File: config.mk
export PLATFORM = sky130hd
export DESIGN_NAME = ns_timer_core
export DESIGN_NICKNAME = d
export VERILOG_FILES = /design/src/rtl/ns_timer_pkg.sv /design/src/rtl/ns_timer_regs.sv /design/src/rtl/ns_timer_accum.sv /design/src/rtl/ns_timer_core.sv
export SDC_FILE = /design/constraint.sdc
export NUM_CORES = 1
export LEC_CHECK = 0
export ABC_CLOCK_PERIOD_IN_PS = 9270
export BUFFER_PORTS_ARGS = -buffer_cell sky130_fd_sc_hd__buf_2
export CORE_MARGIN = 2
export CORE_UTILIZATION = 45
export CTS_CLUSTER_SIZE = 24
export DETAILED_ROUTE_END_ITERATION = 10
export GPL_TIMING_DRIVEN = 0
export PLACE_DENSITY = 0.7
export REMOVE_ABC_BUFFERS = 1
export SLEW_MARGIN = 20
export SYNTH_ARGS = -nofsm -noshare
export SYNTH_HDL_FRONTEND = slang
export SYNTH_SLANG_ARGS = --single-unit
File: constraint.sdc
create_clock -name clk -period 9.27 [get_ports clk]
set_input_delay 0 -clock clk [delete_from_list [all_inputs] [get_ports clk]]
set_output_delay 0 -clock clk [all_outputs]
set_load 0.1 [all_outputs]
File: src/rtl/ns_timer_pkg.sv
package ns_timer_pkg;
  localparam int DATA_W = 32;
  localparam int ADDR_W = 3;

  localparam logic [ADDR_W-1:0] ADR_CTRL   = 3'd0;
  localparam logic [ADDR_W-1:0] ADR_TIME   = 3'd1;
  localparam logic [ADDR_W-1:0] ADR_LIMIT  = 3'd2;
  localparam logic [ADDR_W-1:0] ADR_TRIM   = 3'd3;
  localparam logic [ADDR_W-1:0] ADR_STEPS  = 3'd4;

  localparam int B_RUN     = 0;
  localparam int B_WRAPLIM = 4;
  localparam int B_RESTART = 9;
  localparam int B_CAPTURE = 11;

  localparam logic [DATA_W-1:0] CTRL_KEEP  = 32'h0000_2AB1;
  localparam logic [DATA_W-1:0] CTRL_PULSE = 32'h0000_0A00;

  localparam int TRIM_LSB = 8;
endpackage

File: src/rtl/ns_timer_regs.sv
module ns_timer_regs
  import ns_timer_pkg::*;
#(
  parameter int CW = 32,
  parameter int IW = 7,
  parameter int PW = 31
) (
  input  logic              clk,
  input  logic              rst_n,
  input  logic              wr_en,
  input  logic [ADDR_W-1:0] wr_addr,
  input  logic [DATA_W-1:0] wr_data,
  input  logic [ADDR_W-1:0] rd_addr,
  output logic [DATA_W-1:0] rd_data,
  input  logic [CW-1:0]     cnt_now,
  output logic              run,
  output logic              wrap_lim,
  output logic [CW-1:0]     limit,
  output logic [PW-1:0]     trim_per,
  output logic [IW-1:0]     step_norm,
  output logic [IW-1:0]     step_trim,
  output logic              load_evt,
  output logic [CW-1:0]     load_val,
  output logic              cap_evt,
  output logic              rst_evt,
  output logic [CW-1:0]     cap_val
);
  logic [DATA_W-1:0] ctrl_q;
  logic              wr_ctrl;

  assign wr_ctrl   = wr_en && (wr_addr == ADR_CTRL);
  assign load_evt  = wr_en && (wr_addr == ADR_TIME);
  assign load_val  = wr_data[CW-1:0];
  assign run       = ctrl_q[B_RUN];
  assign wrap_lim  = ctrl_q[B_WRAPLIM];
  assign cap_evt   = ctrl_q[B_CAPTURE];
  assign rst_evt   = ctrl_q[B_RESTART];

  always_ff @(posedge clk or negedge rst_n) begin
    if (!rst_n) begin
      ctrl_q    <= '0;
      limit     <= '0;
      trim_per  <= '0;
      step_norm <= '0;
      step_trim <= '0;
      cap_val   <= '0;
    end else begin
      if (wr_ctrl) ctrl_q <= wr_data & CTRL_KEEP;
      else         ctrl_q <= ctrl_q & ~CTRL_PULSE;
      if (wr_en && wr_addr == ADR_LIMIT) limit <= wr_data[CW-1:0];
      if (wr_en && wr_addr == ADR_TRIM)  trim_per <= wr_data[PW-1:0];
      if (wr_en && wr_addr == ADR_STEPS) begin
        step_norm <= wr_data[IW-1:0];
        step_trim <= wr_data[TRIM_LSB +: IW];
      end
      if (cap_evt) cap_val <= cnt_now;
    end
  end

  always_comb begin
    rd_data = '0;
    case (rd_addr)
      ADR_CTRL:  rd_data = ctrl_q;
      ADR_TIME:  rd_data[CW-1:0] = cap_val;
      ADR_LIMIT: rd_data[CW-1:0] = limit;
      ADR_TRIM:  rd_data[PW-1:0] = trim_per;
      ADR_STEPS: begin
        rd_data[IW-1:0]           = step_norm;
        rd_data[TRIM_LSB +: IW]   = step_trim;
      end
      default:   rd_data = '0;
    endcase
  end
endmodule

File: src/rtl/ns_timer_accum.sv
module ns_timer_accum #(
  parameter int CW = 32,
  parameter int IW = 7,
  parameter int PW = 31
) (
  input  logic          clk,
  input  logic          rst_n,
  input  logic          run,
  input  logic          wrap_lim,
  input  logic [CW-1:0] limit,
  input  logic [PW-1:0] trim_per,
  input  logic [IW-1:0] step_norm,
  input  logic [IW-1:0] step_trim,
  input  logic          load_evt,
  input  logic [CW-1:0] load_val,
  input  logic          rst_evt,
  output logic [CW-1:0] cnt,
  output logic          trim_hit,
  output logic          wrap_evt,
  output logic          ovf_pulse
);
  localparam int SW = CW + 1;

  function automatic logic [IW-1:0] pick_step(input logic hit,
      input logic [IW-1:0] norm, input logic [IW-1:0] trim);
    return hit ? trim : norm;
  endfunction

  function automatic logic [SW-1:0] add_step(input logic [CW-1:0] c,
      input logic [IW-1:0] s);
    return {1'b0, c} + {{(SW-IW){1'b0}}, s};
  endfunction

  function automatic logic reached(input logic [SW-1:0] sum,
      input logic use_lim, input logic [CW-1:0] lim);
    return use_lim ? (sum >= {1'b0, lim}) : sum[CW];
  endfunction

  logic [PW-1:0] trim_cnt;
  logic [IW-1:0] step;
  logic [SW-1:0] sum;
  logic [SW-1:0] folded;
  logic [CW-1:0] cnt_next;
  logic          trim_on;

  assign trim_on  = (trim_per != '0);
  assign trim_hit = run && trim_on && (trim_cnt >= trim_per);
  assign step     = pick_step(trim_hit, step_norm, step_trim);
  assign sum      = add_step(cnt, step);
  assign wrap_evt = run && reached(sum, wrap_lim, limit);
  assign folded   = sum - {1'b0, limit};
  assign cnt_next = (wrap_lim && wrap_evt) ? folded[CW-1:0] : sum[CW-1:0];

  always_ff @(posedge clk or negedge rst_n) begin
    if (!rst_n) begin
      cnt       <= '0;
      trim_cnt  <= '0;
      ovf_pulse <= 1'b0;
    end else begin
      if (load_evt)     cnt <= load_val;
      else if (rst_evt) cnt <= '0;
      else if (run)     cnt <= cnt_next;
      ovf_pulse <= wrap_evt && !load_evt && !rst_evt;
      if (rst_evt)                  trim_cnt <= '0;
      else if (run && !trim_on)     trim_cnt <= '0;
      else if (run && trim_hit)     trim_cnt <= '0;
      else if (run)                 trim_cnt <= trim_cnt + 1'b1;
    end
  end
endmodule

File: src/rtl/ns_timer_core.sv
module ns_timer_core
  import ns_timer_pkg::*;
#(
  parameter int CW = 32,
  parameter int IW = 7,
  parameter int PW = CW - 1
) (
  input  logic              clk,
  input  logic              rst_n,
  input  logic              wr_en,
  input  logic [ADDR_W-1:0] wr_addr,
  input  logic [DATA_W-1:0] wr_data,
  input  logic [ADDR_W-1:0] rd_addr,
  output logic [DATA_W-1:0] rd_data,
  output logic              ovf_pulse
);
  logic          run_w, wrap_lim_w, load_evt_w, cap_evt_w, rst_evt_w;
  logic          trim_hit_w, wrap_evt_w;
  logic [CW-1:0] limit_w, load_val_w, cnt_w, cap_val_w;
  logic [PW-1:0] trim_per_w;
  logic [IW-1:0] step_norm_w, step_trim_w;

  ns_timer_regs #(.CW(CW), .IW(IW), .PW(PW)) u_regs (
    .clk(clk), .rst_n(rst_n), .wr_en(wr_en), .wr_addr(wr_addr),
    .wr_data(wr_data), .rd_addr(rd_addr), .rd_data(rd_data),
    .cnt_now(cnt_w), .run(run_w), .wrap_lim(wrap_lim_w), .limit(limit_w),
    .trim_per(trim_per_w), .step_norm(step_norm_w), .step_trim(step_trim_w),
    .load_evt(load_evt_w), .load_val(load_val_w), .cap_evt(cap_evt_w),
    .rst_evt(rst_evt_w), .cap_val(cap_val_w)
  );

  ns_timer_accum #(.CW(CW), .IW(IW), .PW(PW)) u_accum (
    .clk(clk), .rst_n(rst_n), .run(run_w), .wrap_lim(wrap_lim_w),
    .limit(limit_w), .trim_per(trim_per_w), .step_norm(step_norm_w),
    .step_trim(step_trim_w), .load_evt(load_evt_w), .load_val(load_val_w),
    .rst_evt(rst_evt_w), .cnt(cnt_w), .trim_hit(trim_hit_w),
    .wrap_evt(wrap_evt_w), .ovf_pulse(ovf_pulse)
  );
endmodule

==> metrics.md, run 1 <==
| Metric | Value |
|---|---|
| CP Launch Type | register |
| Max Fclk | 0.1141 GHz |
| HP Class | primary input to async pin |
| Final wirelength | 35,340 um |
| Flop pwr share | 0.300 |
| Start of the worst register-to-register path | u_regs.trim_per[1] |
| VDD IR max | 0.1386 mV |
| Worst slack, placed | ~180 ps |
| Met1 Track Usage GR | 0.3456 |
| Worst Path Required | 9550 ps |
| Post-Layout Inst Area | 13,870 sq um |
| Clock Power Share | 0.190 |
| Global-route wire length before repair | around 57,000 um |
| Fin Setup TNS | 0 ps |
| CP Capture Type | register |
| Most common cell after layout, fill and taps aside | dfrtp_1 |
| R2R Setup Slk | 510 ps |
| MaxCap Viol Count | 0 |
| Post-DRT Antenna Nets | 0 |
| Critical path class | register to register |
| Fin crit period | approximately 9000 ps |
| Sw Ratio | 0.4374 |
| H-tree depth | 4 |
| Ys flop type | dfrtp_1 |
| Post-CTS resize count | 0 |
| Max Slew Vio Count | 0 |
| Slew HR | 0.2456 |
| GR Util met3 | 0.03427 |
| RR Endpoint | u_accum.cnt[18] |
| Clock sinks | 180 |
| TritonCTS clock tree | yes |
| Final worst slack | 508.5 ps |
| Mapped Area | 12,050 sq um |
| Vias in the first global route | 10,450 |
| Seq/Total Area, Yosys | 0.3737 |
| Crit path DAT | about 9000 ps |
| GRT Overall Usage | 0.2568 |
| Total gr overflow | 0 |
| Largest net degree at the start of global routing | 96 |
| Worst-Skew Late Latency | approximately 440 ps |
| IO Pins | 74 |
| Area grow syn2layout | 15.06% |
| Row Count | 59 |
| Worst-margin pin slew | 1129 ps |
| DRC violations left | 0 |
| Root Buffer Master | clkbuf_16 |
| Average wire per standard cell | 20.25 um |
| Core Area | about 26,000 sq um |
| Die Y | around 170 um |
| Vias per cell | just over 6 |
| Vias | 10,520 |
| Clock transition at path regs | 70 ps |
| Clock skew | 9.718 ps |
| Area of the multi-input gates | about 7000 sq um |
| Post-synth EDFFs | 0 |
| Crit-path max cell delay | 650 ps |
| DIE AREA | 28,110 sq um |
| Cell Pwr Density | just under 300 nW/um^2 |
| Synth cell types | 77 |
| Initial antenna violation count | 0 |
| Max FO, Critical Path | 25 |
| Post-synth ARST share | 1.000 |
| Unrepaired setup endpoints after global routing | no |
| Reg2reg path depth | 29 |
| Slowest cell on crit path | o211ai_4 |
| Pre-Repair DR Iteration Count | 7 |
| Comb pwr share | 0.509 |
| Antenna diodes | 0 |
| Fillers | about 2,300 |
| Finish-stage setup viols | 0 |
| Synth area leaders | dfrtp_1 37%, mux2_2 10%, ha_1 7.4%, nand2_1 4.0%, a21oi_1 3.6% |
| Final worst path period share | 0.9451 |
| Internal power | 2314 uW |
| Most frequent cells in the layout | 179 x dfrtp_1, 128 x nand2_1, 112 x mux2_2 |
| Initial Util | 0.4599 |
| Share of layout cells above drive strength 1 | 0.1816 |
| Post-Syn Instances | 1,322 |
| Run status | complete, no violations |
| Leak | between 0.006 and 0.007 uW |
| Cell area after placement | 12,890 sq um |
| CTS max path bufs | 2 |
| Register Area | 4506 sq um |
| Die width | 167.7 um |
| Sw Pwr | 1799 uW |
| PortBufs | 73 |
| Iteration-0 DRC Markers | approximately 920 |
| Leading area contributor after synthesis | dfrtp_1 |
| Final hold viol count | 0 |
| Mapped Avg Cell Area | 9.117 sq um |
| Number of buffers created by CTS | 17 |
| Routing usage on met2 | 0.4324 |
| Post-synthesis register bit count | 180 |
| Layout Nets | 1,511 |
| DP Wirelength | 26,260 um |
| GRT Max-Usage Layer | met2 |
| Warnings from Yosys | 0 |
| Post-synth top area share | 0.3737 |
| Routability Congestion | a little over 0.9 |
worst max path at each step:
stage,cells past startpoint,start,slack (ps),to
after floorplan,27,u_accum.trim_cnt[16],1830,u_accum.cnt[31]
after global placement,28,u_regs.trim_per[1],-430,u_accum.cnt[31]
after detailed placement,29,u_regs.trim_per[1],180,u_accum.cnt[9]
after CTS,29,u_regs.trim_per[1],70,u_accum.cnt[9]
after global routing,30,u_regs.trim_per[1],80,u_accum.cnt[9]
final,29,u_regs.trim_per[1],510,u_accum.cnt[18]
routing by layer:
layer | routed length, um | share of wire | up-vias
met3 | 1948 | 0.055 | 47
met2 | 17030 | 0.48 | 343
met5 | 0 | 0 | -
met4 | 754 | 0.021 | 0
met1 | 15600 | 0.44 | 5180
li1 | - | - | 4954
cells in the mapped netlist (all sizes together), types with 4 or more instances:
cell type,instances
dfrtp,180
nand2,128
mux2,112
nor2,100
o21ai,92
a21oi,87
inv,76
ha,71
clkbuf,47
xnor2,37
a22oi,36
nand3,32
a21o,26
nor3,24
nand4,22
a31oi,20
xor2,20
mux2i,19
buf,17
nor4,16
and3,14
nor2b,14
or3,10
nand2b,9
o211ai,7
o221ai,7
a211oi,6
and2,6
and4,6
o21bai,6
o22ai,6
or2,6
o21a,5
a221oi,4
nor3b,4
o22a,4
area by class of cell:
class | instances | share of cell area
clock inverters | 9 | 0.01029
clock buffers | 23 | 0.03519
multi-input cells | 1002 | 0.5078
flip-flops and latches | 180 | 0.3249
repair buffers | 120 | 0.07109
inverters | 76 | 0.02057
well taps | 335 | 0.03022
state kept, by name (all words and copies together), names as in the netlist:
register / flops
u_accum.cnt: 32
u_accum.ovf_pulse: 1
u_accum.trim_cnt: 31
u_regs.cap_val: 32
u_regs.ctrl_q: 7
u_regs.limit: 32
u_regs.step_norm: 7
u_regs.step_trim: 7
u_regs.trim_per: 31
per-stage QoR:
step                      total power (uW)  instances  hold slack [ps]  utilization
after floorplan                       2771       1258           -295.6            -
after global placement                3222       1666            234.2       0.4788
after detailed placement              3291       1680           -136.3       0.4921
after CTS                             4091       1745            13.22       0.5287
after global routing                  4405       1745            26.51       0.5292
final                                 4113       1745            2.248       0.5292
worst max-delay path, delay by kind of cell, from the launching register on:
family | cells | cell delay (ps)
and+or+nand+nor | 5 | 1400
muxes | 2 | 680
buffers and inverters | 2 | 340
DFF | 1 | 480
AOI/OAI and AO/OA | 15 | 4220
xor gates and xnor gates | 1 | 150
adders and majority gates | 4 | 1320
repair_timing:
action | CTS | global route
endpoints found under the hold margin | 234 | 0
buffers inserted | 0 | 0
hold buffers | 33 | 0
power by group through the flow:
stage | Sequential [uW] | Clock (uW) | Combinational [uW]
4_1_cts | 1230 | 788 | 2080
2_1_floorplan | 1160 | 0 | 1610
6_report | 1240 | 782 | 2090
3_5_place_dp | 1240 | 0 | 2050
3_3_place_gp | 1230 | 0 | 1990
5_1_grt | 1260 | 819 | 2320
cell families (layout without fill, tap and decap cells):
| kind of cell | count (synthesis) | after routing | share of synthesized area |
|---|---|---|---|
| adders and majority gates | 73 | 73 | 0.07703 |
| AOI/OAI and AO/OA | 343 | 343 | 0.1818 |
| and+or+nand+nor | 397 | 397 | 0.1561 |
| muxes | 132 | 132 | 0.1223 |
| buffers and inverters | 140 | 228 | 0.04765 |
| xor gates and xnor gates | 57 | 57 | 0.04142 |
| DFF | 180 | 180 | 0.3737 |
Note: power is estimated with default switching activity, not from simulation.
==> inputs of run 2 (changes only) <==
--- a/config.mk
+++ b/config.mk
@@ -7,7 +7,6 @@
 export LEC_CHECK = 0
 export ABC_CLOCK_PERIOD_IN_PS = 9270
 export BUFFER_PORTS_ARGS = -buffer_cell sky130_fd_sc_hd__buf_2
-export CORE_MARGIN = 2
 export CORE_UTILIZATION = 45
 export CTS_CLUSTER_SIZE = 24
 export DETAILED_ROUTE_END_ITERATION = 10
==> metrics.md, run 2 (synthesized netlist as in run 1, its figures left out) <==
| Metric | Value |
|---|---|
| Run status | finished with violations |
| Failing checks | design-rule violations |
| TritonCTS clock tree | yes |
| Clock skew | 11.35 ps (+1.630 ps) |
| Crit path DAT | 9110 ps (+70 ps) |
| Slew HR | 0.2173 (-0.02831) |
| Final Power | 4106 uW (-0.16%) |
| CP Launch Type | register |
| Reg2reg path depth | 29 (unchanged) |
| VDD IR max | 0.1195 mV (-14%) |
| Critical path class | register to register |
| Worst-Skew Late Latency | 440 ps (about the same) |
| Min Hold Slack | 13.57 ps (+11.32 ps) |
| HP Class | primary input to async pin |
| H-tree depth | 4 (unchanged) |
| Area grow syn2layout | 14.83% |
| CTS max path bufs | 2 (unchanged) |
| Largest net degree at the start of global routing | 85 (-11%) |
| IO Pins | 74 (unchanged) |
| Total gr overflow | 0 (unchanged) |
| Core Area | 26,130 sq um (-0.28%) |
| Unrepaired setup endpoints after global routing | no |
| Leak | 0.006253 uW (-0.29%) |
| MaxCap Viol Count | 0 (unchanged) |
| GRT Overall Usage | 0.2629 (+0.006120) |
| Die Y | 165.7 um (-1.2%) |
| Final wirelength | 34,960 um (-1.1%) |
| Cell Pwr Density | 296.6 nW/um^2 (about the same) |
| Final worst path period share | 0.9554 (+0.01029) |
| Worst-margin pin slew | 1172 ps (+42.67 ps) |
| Pre-Repair DR Iteration Count | 11 (+4) |
| Top Registers | u_accum.cnt: 32 flops, u_regs.cap_val: 32 flops, u_regs.limit: 32 flops |
| Cell area after placement | 12,880 sq um (-0.13%) |
| Max FO, Critical Path | 24 (-4.0%) |
| Most frequent cells in the layout | 179 x dfrtp_1, 128 x nand2_1, 112 x mux2_2 |
| DRC violations left | 4 (+4) |
| Most common cell after layout, fill and taps aside | dfrtp_1 |
| Vias | 10,470 (-0.55%) |
| Post-Layout Inst Area | 13,840 sq um (-0.20%) |
| Vias in the first global route | 10,300 (-1.5%) |
| Fin crit period | 8857 ps (+95.41 ps) |
| Share of layout cells above drive strength 1 | 0.1805 (-0.001034) |
| Number of buffers created by CTS | 17 (unchanged) |
| Die width | 165.7 um (-1.2%) |
| Clock sinks | 180 (unchanged) |
| Root Buffer Master | clkbuf_16 |
| Vias per cell | 6.008 (-0.38%) |
| Fillers | 2,409 (+4.0%) |
| Routability Congestion | 0.8948 (-2.7%) |
| Max Fclk | 0.1129 GHz (-1.1%) |
| Register Area | 4506 sq um (unchanged) |
| Row Count | 59 (unchanged) |
| DIE AREA | 27,440 sq um (-2.4%) |
| Worst Path Required | 9520 ps (-30 ps) |
| Iteration-0 DRC Markers | 1,069 (+16%) |
| Post-CTS setup repair buffer count | 0 (unchanged) |
| Crit-path max cell delay | 680 ps (+30 ps) |
| Final hold viol count | 0 (unchanged) |
| Max Slew Vio Count | 0 (unchanged) |
| DP Wirelength | 25,760 um (-1.9%) |
| PortBufs | 73 (unchanged) |
| CP Capture Type | register |
| Average wire per standard cell | 20.07 um (-0.90%) |
| Finish-stage setup viols | 0 (unchanged) |
| Initial Util | 0.4612 (+0.001299) |
| Clock transition at path regs | 70 ps (about the same) |
| Initial antenna violation count | 0 (unchanged) |
| Layout Nets | 1,509 (-0.13%) |
| Fin Setup TNS | 0 ps (unchanged) |
| Slowest cell on crit path | nor2_1 |
| Antenna diodes | 0 (unchanged) |
| Global-route wire length before repair | 56,660 um (about the same) |
| Area of the multi-input gates | 7044 sq um (about the same) |
| Post-DRT Antenna Nets | 0 (unchanged) |
==> run 2: cell types whose count changed in the layout (fill, tap and decap cells not counted), moves of 2 or more <==
cell	previous run	this run
clkinvlp_4	0	2
clkinv_2	0	2
clkbuf_1	2	0
clkinv_4	5	3
==> run 2: layer usage <==
metal  up-vias  GRT usage  part of all wire
met4         0    0.09386             0.028
met5         -          0                 0
met1      5126     0.3584              0.45
met2       321     0.4300              0.47
met3        64    0.03345             0.056
li1       4955          -                 -
==> run 2: worst max-delay path, delay by kind of cell (launching register included) <==
kind / cells / cell delay (ps)
AO/OA/AOI/OAI: 15 / 4260
flip-flops: 1 / 480
XOR/XNOR: 1 / 160
adder cells (fa/ha/maj): 4 / 1330
buffers and inverters: 2 / 330
AND/OR/NAND/NOR: 6 / 1670
multiplexers: 1 / 410
==> run 2: final timing paths <==
kind | slack (ps) | startpoint | end
worst min-delay path | 10 | rst_n | u_accum.trim_cnt[7]
worst max register to register | 410 | u_regs.trim_per[1] | u_accum.cnt[11]
min in group clk | 50 | wr_addr[1] | u_regs.ctrl_q[0]
worst min register to register | 500 | u_regs.cap_val[17] | u_regs.cap_val[17]
worst max-delay path | 410 | u_regs.trim_per[1] | u_accum.cnt[11]
max in group asynchronous | 8200 | rst_n | u_regs.cap_val[28]
==> run 2: power by group <==
part / internal [uW] / leakage [uW] / switching, uW
Combinational: 856 / 0.00370 / 1240
Sequential: 1000 / 0.00226 / 234
Clock: 446 / 0.000298 / 326
Total: 2300 / 0.00625 / 1800
==> run 2: layout make-up <==
cell class              count  area share
flip-flops and latches    180      0.3255
clock inverters            11     0.01085
clock buffers              20     0.03372
well taps                 335     0.03028
repair buffers            118     0.07006
inverters                  76     0.02061
multi-input cells        1002      0.5089
==> run 2: metrics by stage <==
step                      setup WS, ps    util  cells
after floorplan                   1829       -   1258
after global placement          -385.6  0.4802   1666
after detailed placement         180.8  0.4928   1678
after CTS                        76.01  0.5291   1742
after global routing             69.54  0.5296   1742
final                            413.1  0.5296   1742
==> run 2: repair_timing <==
action,4_1_cts,5_1_grt
endpoints found under the hold margin,210,0
setup endpoints to repair,0,2
gates resized for setup,0,2
hold buffers,33,0
==> inputs of run 3 (changes only) <==
--- a/config.mk
+++ b/config.mk
@@ -10,7 +10,6 @@
 export CORE_UTILIZATION = 45
 export CTS_CLUSTER_SIZE = 24
 export DETAILED_ROUTE_END_ITERATION = 10
-export GPL_TIMING_DRIVEN = 0
 export PLACE_DENSITY = 0.7
 export REMOVE_ABC_BUFFERS = 1
 export SLEW_MARGIN = 20
==> constraint.sdc (replaced) <==
create_clock -name clk -period 9.27 [get_ports clk]
set_input_delay 0.927 -clock clk [delete_from_list [all_inputs] [get_ports clk]]
set_output_delay 0.927 -clock clk [all_outputs]
set_load 0.1 [all_outputs]
==> metrics.md, run 3 (synthesized netlist as in run 1, its figures left out) <==
| Metric | Value |
|---|---|
| Area grow syn2layout | 10.83% |
| Final hold viol count | 0 (unchanged) |
| Hold path cells | 1 |
| Global-route wire length before repair | 56,610 um (about the same) |
| Fin Setup TNS | 0 ps (unchanged) |
| TritonCTS clock tree | yes |
| Share of layout cells above drive strength 1 | 0.1835 (+0.002940) |
| Unrepaired setup endpoints after global routing | no |
| Row Count | 59 (unchanged) |
| Die Y | 165.7 um (unchanged) |
| Most common cell after layout, fill and taps aside | dfrtp_1 |
| Final worst path period share | 0.8639 (-0.09159) |
| Slowest cell on crit path | a2111oi_0 |
| Final wirelength | 35,750 um (+2.3%) |
| HP Class | register to register |
| CP Launch Type | register |
| Fin cells | 1,714 (-1.6%) |
| Cell Pwr Density | 309.4 nW/um^2 (+4.3%) |
| Initial Util | 0.4612 (unchanged) |
| Fillers | 2,474 (+2.7%) |
| PortBufs | 73 (unchanged) |
| Clock skew | 10.37 ps (-0.9778 ps) |
| Start of the worst register-to-register path | u_regs.trim_per[16] |
| Finish-stage setup viols | 0 (unchanged) |
| Number of buffers created by CTS | 17 (unchanged) |
| Buf+Inv Stages, Crit Path | 1 (-1) |
| GRT Overall Usage | 0.2646 (+0.001752) |
| DIE AREA | 27,440 sq um (unchanged) |
| Crit-path max cell delay | 760 ps (+80 ps) |
| Top Registers | u_accum.cnt: 32 flops, u_regs.cap_val: 32 flops, u_regs.limit: 32 flops |
| Routability Congestion | 0.9577 (+7.0%) |
| Vias in the first global route | 10,120 (-1.8%) |
| Worst-Skew Late Latency | 440 ps (about the same) |
| Average wire per standard cell | 20.86 um (+3.9%) |
| Post-CTS resize count | 0 (unchanged) |
| Clock sinks | 180 (unchanged) |
| MaxCap Viol Count | 0 (unchanged) |
| Hold_sp | u_regs.cap_val[17] |
| Max Fclk | 0.1249 GHz (+11%) |
| CTS max path bufs | 2 (unchanged) |
| Crit path from | u_regs.trim_per[16] |
| CP Capture Type | register |
| Worst-margin pin slew | 1075 ps (-96.34 ps) |
| DP Wirelength | 25,360 um (-1.6%) |
| Most frequent cells in the layout | 180 x dfrtp_1, 128 x nand2_1, 112 x mux2_2 |
| CP top delay family | compound AO/OA/AOI/OAI gates |
| Max FO, Critical Path | 14 (-42%) |
| Antenna diodes | 0 (unchanged) |
| Vias per cell | 6.052 (+0.73%) |
| Initial antenna violation count | 1 (+1) |
| Slew HR | 0.2824 (+0.06509) |
| Post-CTS Hold Buffers | 0 (-100%) |
| Post-DRT Antenna Nets | 0 (unchanged) |
| Leak | 0.006093 uW (-2.6%) |
| Max Slew Vio Count | 0 (unchanged) |
| Failing checks | design-rule violations |
| Fin crit period | 8008 ps (-849.0 ps) |
| IO Pins | 74 (unchanged) |
| Core Area | 26,130 sq um (unchanged) |
| Root Buffer Master | clkbuf_16 |
| H-tree depth | 4 (unchanged) |
| Clock transition at path regs | 70 ps (about the same) |
| Die width | 165.7 um (unchanged) |
| Critical path class | register to register |
| Register Area | 4504 sq um (about the same) |
| Placed cells | 1,682 (+0.24%) |
| Run status | finished with violations |
| Total gr overflow | 0 (unchanged) |
| Critical Path Stages | 28 (-3.4%) |
| Reg2reg path depth | 28 (-3.4%) |
| Vias | 10,370 (-0.89%) |
| Post-CTS setup repair buffer count | 0 (unchanged) |
| Largest net degree at the start of global routing | 108 (+27%) |
| Pre-Repair DR Iteration Count | 11 (unchanged) |
| Crit path DAT | 8330 ps (-780 ps) |
| Final worst slack | 1262 ps (+849.0 ps) |
| VDD IR max | 0.1323 mV (+11%) |
| Worst Path Required | 9590 ps (+70 ps) |
| Area of the multi-input gates | 7010 sq um (-0.48%) |
| DRC violations left | 4 (unchanged) |
| Iteration-0 DRC Markers | 1,005 (-6.0%) |
| Layout Nets | 1,480 (-1.9%) |
| Worst slack, placed | 1379 ps (+1198 ps) |
[run 3: worst paths after layout]
kind | end | slack [ps]
min in group asynchronous | u_accum.trim_cnt[0] | 580
max | u_accum.cnt[7] | 1260
max in group asynchronous | u_regs.cap_val[24] | 7210
min | u_regs.cap_val[17] | 500
min reg2reg | u_regs.cap_val[17] | 500
max reg2reg | u_accum.cnt[7] | 1260
[run 3: through the flow]
stage	instance area, sq um	hold WS, ps	utilization	total power [uW]
floorplan	11760	475.9	-	2771
global placement	12720	485.6	0.4868	3258
detailed placement	12720	492.0	0.4868	3293
CTS	13350	507.8	0.5110	4096
global route	13360	514.3	0.5112	4398
finish	13360	504.5	0.5112	4132
[run 3: cell type report]
| cell class | instances | area share |
|---|---|---|
| multi-input cells | 1002 | 0.5248 |
| flip-flops and latches | 180 | 0.3372 |
| repair buffers | 89 | 0.03794 |
| clock buffers | 20 | 0.03419 |
| well taps | 335 | 0.03138 |
| inverters | 76 | 0.02136 |
| clock inverters | 12 | 0.01311 |
[run 3: power by group]
part / switching, uW / internal, uW / leakage, uW
clock: 327 / 467 / 0.000315
sequential: 238 / 1000 / 0.00226
combinational: 1260 / 836 / 0.00352
total: 1830 / 2310 / 0.00609
[run 3: metal layers]
| layer | up-vias | global-route usage | routed length, um | share of wire |
|---|---|---|---|---|
| met5 | - | 0 | 0 | 0 |
| met4 | 0 | 0.08818 | 935 | 0.026 |
| met3 | 60 | 0.04898 | 2494 | 0.070 |
| met2 | 365 | 0.4191 | 16540 | 0.46 |
| met1 | 5068 | 0.3649 | 15780 | 0.44 |
| li1 | 4880 | - | - | - |
